File: src/rtl/nib_pkg.sv
package nib_pkg;

    typedef enum logic [3:0] {
        OP_NOP  = 4'd0,
        OP_ADDC = 4'd1,
        OP_ADDM = 4'd2,
        OP_ADDI = 4'd3,
        OP_AND  = 4'd4,
        OP_OR   = 4'd5,
        OP_RAR  = 4'd6,
        OP_SETC = 4'd7,
        OP_CLRC = 4'd8,
        OP_LDE  = 4'd9,
        OP_SPLE = 4'd10,
        OP_B2A  = 4'd11,
        OP_A2B  = 4'd12
    } op_e;

    typedef struct packed {
        logic addc;
        logic addm;
        logic addi;
        logic land;
        logic lor;
        logic rar;
        logic setc;
        logic clrc;
        logic lde;
        logic sple;
        logic b2a;
        logic a2b;
    } dec_t;

endpackage

File: src/rtl/nib_opdec.sv
module nib_opdec
    import nib_pkg::*;
(
    input  logic [3:0] op_i,
    output dec_t       dec_o
);
    always_comb begin
        dec_o = '0;
        case (op_i)
            OP_ADDC: dec_o.addc = 1'b1;
            OP_ADDM: dec_o.addm = 1'b1;
            OP_ADDI: dec_o.addi = 1'b1;
            OP_AND:  dec_o.land = 1'b1;
            OP_OR:   dec_o.lor  = 1'b1;
            OP_RAR:  dec_o.rar  = 1'b1;
            OP_SETC: dec_o.setc = 1'b1;
            OP_CLRC: dec_o.clrc = 1'b1;
            OP_LDE:  dec_o.lde  = 1'b1;
            OP_SPLE: dec_o.sple = 1'b1;
            OP_B2A:  dec_o.b2a  = 1'b1;
            OP_A2B:  dec_o.a2b  = 1'b1;
            default: dec_o = '0;
        endcase
    end
endmodule

File: src/rtl/nib_adder.sv
module nib_adder #(
    parameter int W = 4
) (
    input  logic [W-1:0] a_i,
    input  logic [W-1:0] b_i,
    input  logic         cin_i,
    output logic [W-1:0] sum_o,
    output logic         cout_o
);
    logic [W:0] c;
    assign c[0] = cin_i;

    for (genvar i = 0; i < W; i++) begin : g_fa
        assign sum_o[i] = a_i[i] ^ b_i[i] ^ c[i];
        assign c[i+1]   = (a_i[i] & b_i[i]) | (c[i] & (a_i[i] ^ b_i[i]));
    end

    assign cout_o = c[W];
endmodule

File: src/rtl/nib_acc_core.sv
module nib_acc_core
    import nib_pkg::*;
#(
    parameter int DATA_W = 4
) (
    input  logic                clk,
    input  logic                rst,
    input  logic [3:0]          op_i,
    input  logic [DATA_W-1:0]   mem_i,
    input  logic [DATA_W-1:0]   imm_i,
    output logic [DATA_W-1:0]   acc_o,
    output logic [DATA_W-1:0]   tmp_o,
    output logic [2*DATA_W-1:0] ext_o,
    output logic                cy_o
);
    localparam int EXT_W = 2 * DATA_W;

    typedef struct packed {
        logic [DATA_W-1:0] acc;
        logic [DATA_W-1:0] tmp;
        logic              cy;
    } core_t;

    core_t            st_d, st_q;
    logic [EXT_W-1:0] ext_d, ext_q;
    dec_t             dec;

    logic [DATA_W-1:0] add_b;
    logic              add_cin;
    logic [DATA_W-1:0] add_sum;
    logic              add_cout;

    nib_opdec u_dec (
        .op_i  (op_i),
        .dec_o (dec)
    );

    // one shared adder: operand and carry-in are chosen by the opcode
    assign add_b   = dec.addi ? imm_i : mem_i;
    assign add_cin = dec.addc & st_q.cy;

    nib_adder #(.W(DATA_W)) u_add (
        .a_i    (st_q.acc),
        .b_i    (add_b),
        .cin_i  (add_cin),
        .sum_o  (add_sum),
        .cout_o (add_cout)
    );

    always_comb begin
        st_d  = st_q;
        ext_d = ext_q;
        if (dec.addc) begin
            st_d.acc = add_sum;
            st_d.cy  = add_cout;
        end else if (dec.addm || dec.addi) begin
            st_d.acc = add_sum;
        end else if (dec.land) begin
            st_d.acc = st_q.acc & mem_i;
        end else if (dec.lor) begin
            st_d.acc = st_q.acc | mem_i;
        end else if (dec.rar) begin
            st_d.acc = {st_q.cy, st_q.acc[DATA_W-1:1]};
            st_d.cy  = st_q.acc[0];
        end else if (dec.setc) begin
            st_d.cy = 1'b1;
        end else if (dec.clrc) begin
            st_d.cy = 1'b0;
        end else if (dec.lde) begin
            ext_d = {st_q.tmp, st_q.acc};
        end else if (dec.sple) begin
            st_d.tmp = ext_q[EXT_W-1:DATA_W];
            st_d.acc = ext_q[DATA_W-1:0];
        end else if (dec.b2a) begin
            st_d.acc = st_q.tmp;
        end else if (dec.a2b) begin
            st_d.tmp = st_q.acc;
        end
    end

    always_ff @(posedge clk) begin
        if (rst) st_q <= '0;
        else     st_q <= st_d;
    end

    // extension register deliberately has no reset
    always_ff @(posedge clk) begin
        ext_q <= ext_d;
    end

    assign acc_o = st_q.acc;
    assign tmp_o = st_q.tmp;
    assign cy_o  = st_q.cy;
    assign ext_o = ext_q;

    p_reset_r1: assert property (@(posedge clk)
        rst |=> (acc_o == '0 && tmp_o == '0 && cy_o == 1'b0));

    p_addc_r2: assert property (@(posedge clk) disable iff (rst)
        (op_i == OP_ADDC) |=>
        ({cy_o, acc_o} == ({1'b0, $past(acc_o)} + {1'b0, $past(mem_i)}
                           + {{DATA_W{1'b0}}, $past(cy_o)})));

    p_cy_hold_r3: assert property (@(posedge clk) disable iff (rst)
        (op_i == OP_ADDM || op_i == OP_ADDI) |=> $stable(cy_o));

    p_cy_hold_r4: assert property (@(posedge clk) disable iff (rst)
        (op_i == OP_AND || op_i == OP_OR) |=> $stable(cy_o));

    p_rar_r5: assert property (@(posedge clk) disable iff (rst)
        (op_i == OP_RAR) |=>
        (cy_o == $past(acc_o[0]) && acc_o[DATA_W-1] == $past(cy_o)));

    p_setc_r6: assert property (@(posedge clk) disable iff (rst)
        (op_i == OP_SETC) |=> (cy_o && $stable(acc_o)));

    p_clrc_r6: assert property (@(posedge clk) disable iff (rst)
        (op_i == OP_CLRC) |=> (!cy_o && $stable(acc_o)));

    p_lde_r7: assert property (@(posedge clk) disable iff (rst)
        (op_i == OP_LDE) |=> (ext_o == {$past(tmp_o), $past(acc_o)}));

    p_ext_hold_r7: assert property (@(posedge clk) disable iff (rst)
        (op_i != OP_LDE) |=> $stable(ext_o));

    p_sple_r8: assert property (@(posedge clk) disable iff (rst)
        (op_i == OP_SPLE) |=> ({tmp_o, acc_o} == $past(ext_o)));

    p_b2a_r9: assert property (@(posedge clk) disable iff (rst)
        (op_i == OP_B2A) |=> (acc_o == $past(tmp_o)));

    p_a2b_r9: assert property (@(posedge clk) disable iff (rst)
        (op_i == OP_A2B) |=> (tmp_o == $past(acc_o)));

    p_idle_r10: assert property (@(posedge clk) disable iff (rst)
        (op_i == OP_NOP || op_i > OP_A2B) |=>
        ($stable(acc_o) && $stable(tmp_o) && $stable(cy_o)));

endmodule

File: config.mk
export PLATFORM = sky130hd
export DESIGN_NAME = nib_acc_core
export DESIGN_NICKNAME = d
export VERILOG_FILES = /design/src/rtl/nib_pkg.sv /design/src/rtl/nib_opdec.sv /design/src/rtl/nib_adder.sv /design/src/rtl/nib_acc_core.sv
export SDC_FILE = /design/constraint.sdc
export NUM_CORES = 1
export LEC_CHECK = 0
export ABC_AREA = 1
export CORE_MARGIN = 2
export CORE_UTILIZATION = 46
export CTS_BUF_LIST = sky130_fd_sc_hd__clkbuf_4
export CTS_CLUSTER_DIAMETER = 120
export DETAILED_ROUTE_END_ITERATION = 16
export GPL_ROUTABILITY_DRIVEN = 0
export PLACE_DENSITY_LB_ADDON = 0.3
export SKIP_LAST_GASP = 1
export SYNTH_ARGS = -nofsm -noshare
export SYNTH_HDL_FRONTEND = slang
export SYNTH_SLANG_ARGS = --single-unit
File: constraint.sdc
create_clock -name clk -period 3.31 [get_ports clk]
set_input_delay 0.662 -clock clk [delete_from_list [all_inputs] [get_ports clk]]
set_output_delay 0.662 -clock clk [all_outputs]
set_load 0.01 [all_outputs]
After elaboration in Yosys (flattened, before gate mapping)
Index checks and enable logic that the tools add are counted.

storage, ports and cells
  register bits = 17
  bits of input ports = 14
  output and inout port bits = 17

operators by class
  equality and inequality tests = 19
  multiplexer cells = 32
  bitwise operators = 31
  reductions and logical operators = 8

operator list
  kind                                                                     number
  4-bit 2-to-1 mux                                                         9
  8-bit 2-to-1 mux                                                         4
  4-bit equality test, second input constant                               5
  1-bit 2-to-1 mux                                                         19
  6-bit by 1-bit inequality test with 1-bit output, second input constant  3
  4-bit by 3-bit equality test with 1-bit output, second input constant    4
  10-bit AND reduction                                                     1
  1-bit bitwise AND                                                        9
  4-bit by 2-bit equality test with 1-bit output, second input constant    2
  1-bit inverter                                                           8
  4-bit AND reduction                                                      2
  8-bit AND reduction                                                      1
  1-bit bitwise XOR                                                        8
  7-bit nonzero test                                                       1
  2-bit by 1-bit inequality test with 1-bit output, second input constant  3
  4-bit bitwise AND                                                        1
  4-bit by 1-bit equality test with 1-bit output, second input constant    1
  1-bit bitwise OR                                                         4
  4-bit bitwise OR                                                         1
  4-bit nonzero test                                                       1
  2-bit inequality test, second input constant                             1
  2-bit nonzero test                                                       1
  1-bit logical OR                                                         1

Longest topological paths before layout
Gate-level depths: netlist (run 1).

  depth after elaboration = 13
  mapped depth = 14
  gate-level depth less buffers = 14

Modules after synthesis
Synthesis (run 1) repeated with hierarchy kept, for this count alone.

second synthesis, totals
  cell total of the unflattened synthesis = 186
  area, all modules = 1337.5 µm²

by module, submodules not included
  module        times used  cells each  area each (µm²)  seq. area each (µm²)
  nib_acc_core  1           148         1124.8           420.4
  nib_adder     1           14          117.6            0.0
  nib_opdec     1           24          95.1             0.0

Worst setup path after synthesis (run 1)
No wires, ideal clock.

  path type = input-to-reg
  start point = input op_i[3]
  end point = register st_q, in the netlist acc_o[3]
  library setup time = 0.125 ns
  data arrival time = 3.114 ns
  setup slack = 0.071 ns
  stages on the path = 12
  cell sequence = nor2_1 > nand3_1 > a21oi_1 > fa_1 > inv_1 > fa_1 > fa_1 > inv_1 > fa_1 > or2_2 > nand2_1 > a21oi_1

on the way
  longest elaborated chain between the ends = 13

RTL lines
  what                                            RTL line            RTL
  start, declared                                 nib_acc_core.sv:8   input logic [3:0] op_i,
  4-bit by 2-bit equality test with 1-bit output  nib_opdec.sv:9      case (op_i)
  1-bit 2-to-1 mux                                nib_opdec.sv:9
  4-bit 2-to-1 mux                                nib_acc_core.sv:39  assign add_b = dec.addi ? imm_i : mem_i;
  1-bit bitwise XOR                               nib_adder.sv:15     assign c[i+1] = (a_i[i] & b_i[i]) | (c[i] & (a_i[i] ^ b_i[i]));
  1-bit bitwise AND                               nib_adder.sv:15
  1-bit bitwise OR                                nib_adder.sv:15
  1-bit bitwise AND                               nib_adder.sv:15
  1-bit bitwise OR                                nib_adder.sv:15
  1-bit bitwise AND                               nib_adder.sv:15
  1-bit bitwise OR                                nib_adder.sv:15
  1-bit bitwise XOR                               nib_adder.sv:14     assign sum_o[i] = a_i[i] ^ b_i[i] ^ c[i];
  4-bit 2-to-1 mux                                nib_acc_core.sv:56  end else if (dec.addm || dec.addi) begin
  4-bit 2-to-1 mux                                nib_acc_core.sv:53  if (dec.addc) begin
  end signal, assigned                            nib_acc_core.sv:83  else st_q <= st_d;
  end, declared                                   nib_acc_core.sv:24  core_t st_d, st_q;

Several ways; a longest one is shown, not always the timed one. The select of a mux whose other input is x is not followed.
A chain may end at the register's enable or synchronous reset.

Worst setup path after layout (run 1)
  start point = input mem_i[0]
  end point = register st_q, in the netlist acc_o[3]

on the way
  longest elaborated chain between the ends = 11

RTL lines
  what                 RTL line            RTL
  start, declared      nib_acc_core.sv:9   input logic [DATA_W-1:0] mem_i,
  4-bit 2-to-1 mux *   nib_acc_core.sv:39
  1-bit bitwise XOR    nib_adder.sv:15
  1-bit bitwise AND    nib_adder.sv:15
  1-bit bitwise OR *   nib_adder.sv:15
  1-bit bitwise AND *  nib_adder.sv:15
  1-bit bitwise OR *   nib_adder.sv:15
  1-bit bitwise AND *  nib_adder.sv:15
  1-bit bitwise OR *   nib_adder.sv:15
  1-bit bitwise XOR *  nib_adder.sv:14
  4-bit 2-to-1 mux     nib_acc_core.sv:56
  4-bit 2-to-1 mux *   nib_acc_core.sv:53

Every way passes the cells marked *; elsewhere a longest branch is shown, timed or not.

==> results of run 1 <==
-- final cells by class --
| cell class | count | area, sq um | area share |
|---|---|---|---|
| multi-input cells | 114 | 701 | 0.411 |
| flip-flops and latches | 17 | 420 | 0.246 |
| repair buffers | 41 | 393 | 0.230 |
| inverters | 34 | 128 | 0.0748 |
| well taps | 30 | 37.5 | 0.0220 |
| clock buffers | 3 | 22.5 | 0.0132 |
| clock inverters | 1 | 5.00 | 0.00293 |
-- sequential cells by signal (all words and copies together), names as in the netlist --
register  flops
ext_o         8
cy_o          1
tmp_o         4
acc_o         4
-- logic make-up (layout without fill, tap and decap cells) --
kind of cell / count (synthesis) / count (layout) / synth area share
flip-flops: 17 / 17 / 0.339
buffers and inverters: 35 / 79 / 0.112
AO/OA/AOI/OAI: 29 / 29 / 0.148
AND/OR/NAND/NOR: 81 / 81 / 0.337
adder cells (fa/ha/maj): 4 / 4 / 0.0645
-- how the worst max path moves through the flow --
stage,start,to,slack [ns]
floorplan,op_i[3],acc_o[3],0.07
detailed placement,op_i[3],acc_o[3],-0.30
global route,mem_i[0],acc_o[3],0.20
CTS,op_i[3],acc_o[3],0.02
finish,mem_i[0],acc_o[3],0.32
global placement,op_i[3],acc_o[3],-0.22
-- layer usage --
metal | global-route usage | routed length [um]
met5 | 0 | 0
met1 | 0.267 | 1390
met2 | 0.344 | 1470
met3 | 0.0209 | 99
met4 | 0.0884 | 66
-- cells in the final DEF (no fill, tap or decap), types with 2 or more instances in the layout --
| cell | instances |
|---|---|
| dlymetal6s2s_1 | 4 |
| nor2_1 | 2 |
| o21ai_0 | 7 |
| fa_2 | 2 |
| clkbuf_4 | 3 |
| nor2_2 | 2 |
| nand3_1 | 16 |
| nand2_4 | 3 |
| a31oi_1 | 5 |
| edfxtp_1 | 8 |
| clkdlybuf4s50_1 | 26 |
| nand3b_1 | 4 |
| nand2_2 | 3 |
| fa_1 | 2 |
| nand2_1 | 42 |
| or2_2 | 2 |
| a21oi_1 | 9 |
| inv_2 | 5 |
| o211ai_1 | 5 |
| buf_4 | 11 |
| nor2_4 | 3 |
| inv_1 | 29 |
| dfxtp_1 | 9 |
-- through the flow --
stage,setup slack (ns),hold slack (ns),std cells,TNS (ns)
after global placement,-0.222,0.469,236,-0.222
after floorplan,0.0713,0.502,166,0
after global routing,0.195,0.528,240,0
after detailed placement,-0.301,0.467,236,-0.301
final,0.320,0.494,240,0
after CTS,0.0155,0.500,240,0
-- what timing repair did --
action / in CTS / in global routing
hold buffers: 0 / 0
buffers inserted: 0 / 0
resized for setup: 0 / 10
setup endpoints to repair: 0 / 1
-- where the power goes --
| part | switching [mW] | internal [mW] |
|---|---|---|
| Sequential | 0.0117 | 0.228 |
| Combinational | 0.0720 | 0.0617 |
| Clock | 0.0744 | 0.0451 |
| Total | 0.158 | 0.335 |
==> flow_summary.yaml, run 1 <==
pwr:
  power_density_mw_per_mm2: 289
  total_leakage_power_nw: 0.803
  ir_drop_uv: 178
  total_power_uw: 493
synthesis:
  synth-main-ff-cell: "dfxtp_1"
  netlist_area_sq_mm: 0.00124
  ys_warn_count: 0
  synth_top_cell_by_area: "edfxtp_1"
  avgSynthCellArea_sq_um: 7.48
  postSynth.asyncResetShare: 0
  synth.net_count: 184
  synth_area_leaders: "edfxtp_1 19%, dfxtp_1 15%, nand2_1 13%"
  synth_top_area_share: 0.194
  synth-seq-area-share: 0.339
  postSynthCellCount: 166
  netlist_top_cells_count: "42 x nand2_1, 29 x inv_1, 17 x nand3_1"
  synth.most_common_cell: "nand2_1"
  synth_edf_count: 8
  synth_cell_type_count: 23
  ys_seq_elements: 17
worst_setup_path:
  rr_endpoint: "acc_o[3]"
  path_common_cell: "inv_1"
  cp_data_required_time_ns: 3.49
  path_cells: "clkdlybuf4s50_1 -> inv_1 -> a21oi_2 -> fa_2 -> inv_1 -> fa_2 -> fa_1 -> inv_1 -> fa_1 -> or2_2 -> nand2_1 -> a21oi_1"
  worst-path-stages: 12
  cp_slowest_stage_delay_ns: 0.49
  r2r_slack_ns: 0.78
  cp_top_family: "adder cells"
  r2r-start: "cy_o"
  worst-path-buf-inv: 4
  start_kind: "primary input"
  crit_fanout: 2
  slowest_stage: "clkdlybuf4s50_1"
  critical_path_arrival_ns: 3.17
  reg2reg_depth: 11
  end_kind: "flip-flop"
  critPathKind: "in -> reg"
cells_and_area:
  design_area_sq_mm: 0.00171
  fillers: 223
  fin_util: 0.677
  final_nets: 229
  num_antenna_cells: 0
  drive_gt1_frac: 0.190
  syn_to_final_growth_pct: 37.5
placement:
  post_dp_cell_area_sq_mm: 0.00165
  portBuffers: 30
  dp_hpwl_mm: 2.43
min_path:
  worstHoldStart: "tmp_o[1]"
  min-delay-path-class: "reg -> reg"
  min_delay_path_depth: 0
  holdPathEnd: "ext_o[5]"
drt:
  dr_total_vias: 1237
  drt-vias-per-instance: 5.15
  firstDrtPassIters: 5
  wire_per_inst_um: 12.6
  drt_iter0_markers: 50
  wl_mm: 3.03
  drc: 0
  drtAntennaViolNets: 0
floorplan:
  initial_core_util: 0.492
  row_count: 18
  die_x_um: 55.9
  die_h_um: 55.9
  ios: 31
  core_area_sq_mm: 0.00252
  die_area_sq_mm: 0.00313
cts:
  cts_made_buffers: 3
  clk_path_buf_depth: 2
  htreeDepth: 1
  path_clk_slew_ns: 0.12
  clock-sinks: 17
  cts-root-buf: "clkbuf_4"
  cts_tree: "done"
  insertion_delay_ns: 0.31
sta:
  worstMarginPinSlew_ns: 0.337
  slew-limit-headroom: 0.776
  fmax_mhz: 334
  fin_skew_ns: 0.0134
  finalSetupViolations: 0
  fin_crit_ns: 2.99
  maxSlewViolCount: 0
  hold_violations: 0
  fin_crit_sh: 0.903
  grt_setup_unrepaired: "false"
grt:
  antenna_found_initial: 0
  grt_overflow: 0
  grt_start_max_net_pins: 14
  grt_pass1_vias: 1131
  grt_usage: 0.205
  grt_pass1_wl_mm: 5.02
status:
  status: "completed"
flow_run:
  maxCapViolations: 0
Note: power is estimated with default switching activity, not from simulation.
==> run 2: changes to the inputs <==
--- a/config.mk
+++ b/config.mk
@@ -6,6 +6,7 @@
 export NUM_CORES = 1
 export LEC_CHECK = 0
 export ABC_AREA = 1
+export ABC_CLOCK_PERIOD_IN_PS = 3310
 export CORE_MARGIN = 2
 export CORE_UTILIZATION = 46
 export CTS_BUF_LIST = sky130_fd_sc_hd__clkbuf_4
@@ -13,7 +14,9 @@
 export DETAILED_ROUTE_END_ITERATION = 16
 export GPL_ROUTABILITY_DRIVEN = 0
 export PLACE_DENSITY_LB_ADDON = 0.3
+export RECOVER_POWER = 100
 export SKIP_LAST_GASP = 1
 export SYNTH_ARGS = -nofsm -noshare
 export SYNTH_HDL_FRONTEND = slang
 export SYNTH_SLANG_ARGS = --single-unit
+export TNS_END_PERCENT = 20
==> flow_summary.yaml, run 2 (synthesis results as in run 1) <==
worst_setup_path:
  cp_slowest_stage_delay_ns: 0.57
  worst-path-buf-inv: 4
  r2r_slack_ns: 0.82
  critical_path_arrival_ns: 3.27
  worst-path-stages: 12
  start_kind: "primary input"
  reg2reg_depth: 11
  rr_endpoint: "acc_o[3]"
  cp_top_family: "adder cells"
  r2r-start: "cy_o"
  path_cells: "dlygate4sd3_1 -> inv_1 -> a21oi_1 -> fa_1 -> inv_1 -> fa_2 -> fa_1 -> inv_1 -> fa_1 -> or2_2 -> nand2_1 -> a21oi_1"
  crit_fanout: 2
  cp_data_required_time_ns: 3.49
  critPathKind: "in -> reg"
  end_kind: "flip-flop"
  timing.critical_path.to: "acc_o[3]"
  crit_start: "mem_i[0]"
  slowest_stage: "dlygate4sd3_1"
sta:
  fin_crit_sh: 0.934
  hold_violations: 0
  fmax_mhz: 324
  worstMarginPinSlew_ns: 0.626
  grt_setup_unrepaired: "false"
  finalSetupViolations: 0
  maxSlewViolCount: 0
  fin_crit_ns: 3.09
  slew-limit-headroom: 0.579
  fin_skew_ns: 0.0136
drt:
  drt_iter0_markers: 34
  dr_total_vias: 1221
  wl_mm: 3.05
  drt-vias-per-instance: 5.09
  drtAntennaViolNets: 0
  firstDrtPassIters: 4
  wire_per_inst_um: 12.7
  drc: 0
cts:
  htreeDepth: 1
  cts_made_buffers: 3
  cts_tree: "done"
  post_cts_buffers: 0
  ctsHoldBuffers: 0
  insertion_delay_ns: 0.30
  path_clk_slew_ns: 0.12
  clock-sinks: 17
  cts-root-buf: "clkbuf_4"
  clk_path_buf_depth: 2
  ctsResizeCount: 0
cells_and_area:
  syn_to_final_growth_pct: 34.6
  drive_gt1_frac: 0.148
  fillers: 233
  design_area_sq_mm: 0.00167
  layout_commonest_cell: "nand2_1"
  largest_register_ff_count: 8
  num_antenna_cells: 0
  final_nets: 229
  final_cell_mix: "44 x nand2_1, 30 x inv_1, 18 x dlygate4sd3_1"
grt:
  grt_start_max_net_pins: 14
  grt_usage: 0.205
  antenna_found_initial: 0
  grt_pass1_wl_mm: 5.02
  grt_overflow: 0
  grt_pass1_vias: 1131
floorplan:
  row_count: 18
  die_area_sq_mm: 0.00313
  die_x_um: 55.9
  core_area_sq_mm: 0.00252
  initial_core_util: 0.492
  die_h_um: 55.9
  ios: 31
placement:
  portBuffers: 30
  dp_hpwl_mm: 2.43
  post_dp_cell_area_sq_mm: 0.00165
pwr:
  ir_drop_uv: 177
  power_density_mw_per_mm2: 290
  total_leakage_power_nw: 0.825
  total_power_uw: 485
flow_run:
  maxCapViolations: 0
min_path:
  min-delay-path-class: "reg -> reg"
status:
  status: "completed"
## run 2: changes by cell type in the layout (fill, tap and decap cells not counted)
cell	delta
clkdlybuf4s50_1	-18
dlygate4sd3_1	+18
buf_4	-3
clkbuf_1	+3
nand2_1	+2
nand2_2	-2
a21oi_1	+1
a21oi_2	-1
fa_1	+1
fa_2	-1
inv_1	+1
inv_2	-1
o31ai_1	+1
o31ai_4	-1
## run 2: per-layer routing
metal / global-route usage / vias to the layer above / share of wire
met5: 0 / - / 0
li1: - / 626 / -
met4: 0.0884 / 0 / 0.022
met2: 0.344 / 26 / 0.48
met3: 0.0209 / 7 / 0.033
met1: 0.267 / 562 / 0.46
## run 2: metrics by stage
step	setup TNS [ns]	instances	setup slack (ns)	hold WS, ns	utilization
after floorplan	0	166	0.0713	0.502	-
after global placement	-0.222	236	-0.222	0.469	0.654
after detailed placement	-0.301	236	-0.301	0.467	0.654
after CTS	0	240	0.0155	0.500	0.665
after global routing	0	240	0.104	0.528	0.662
final	0	240	0.220	0.488	0.662
## run 2: worst min-delay path by stage
stage,end,depth (start not counted),start,slack (ns)
after CTS,ext_o[6],0,tmp_o[2],0.50
after detailed placement,ext_o[6],0,tmp_o[2],0.47
after global routing,ext_o[5],0,tmp_o[1],0.53
final,ext_o[5],0,tmp_o[1],0.49
after floorplan,tmp_o[0],2,tmp_o[0],0.50
after global placement,ext_o[5],0,tmp_o[1],0.47
## run 2: worst register-to-register path, cell delays in order, from the launching register on
cell     delay, ns
dfxtp_1       0.40
inv_1         0.07
nor2_2        0.10
fa_1          0.17
inv_1         0.05
fa_2          0.33
fa_1          0.36
inv_1         0.08
fa_1          0.40
or2_2         0.29
nand2_1       0.07
a21oi_1       0.06
## run 2: where the power goes
group | total (mW) | switching, mW | internal [mW]
Combinational | 0.127 | 0.0706 | 0.0562
Clock | 0.119 | 0.0738 | 0.0451
Sequential | 0.239 | 0.0111 | 0.228
Total | 0.485 | 0.156 | 0.329
## run 2: final cells by class
type,instances,area [sq um],area share
clock inverter,1,5.00,0.00300
clock buffer,3,22.5,0.0135
sequential,17,420,0.252
inverter,34,128,0.0764
multi-input combinational,114,676,0.404
tap,30,37.5,0.0225
timing repair buffer,41,382,0.228
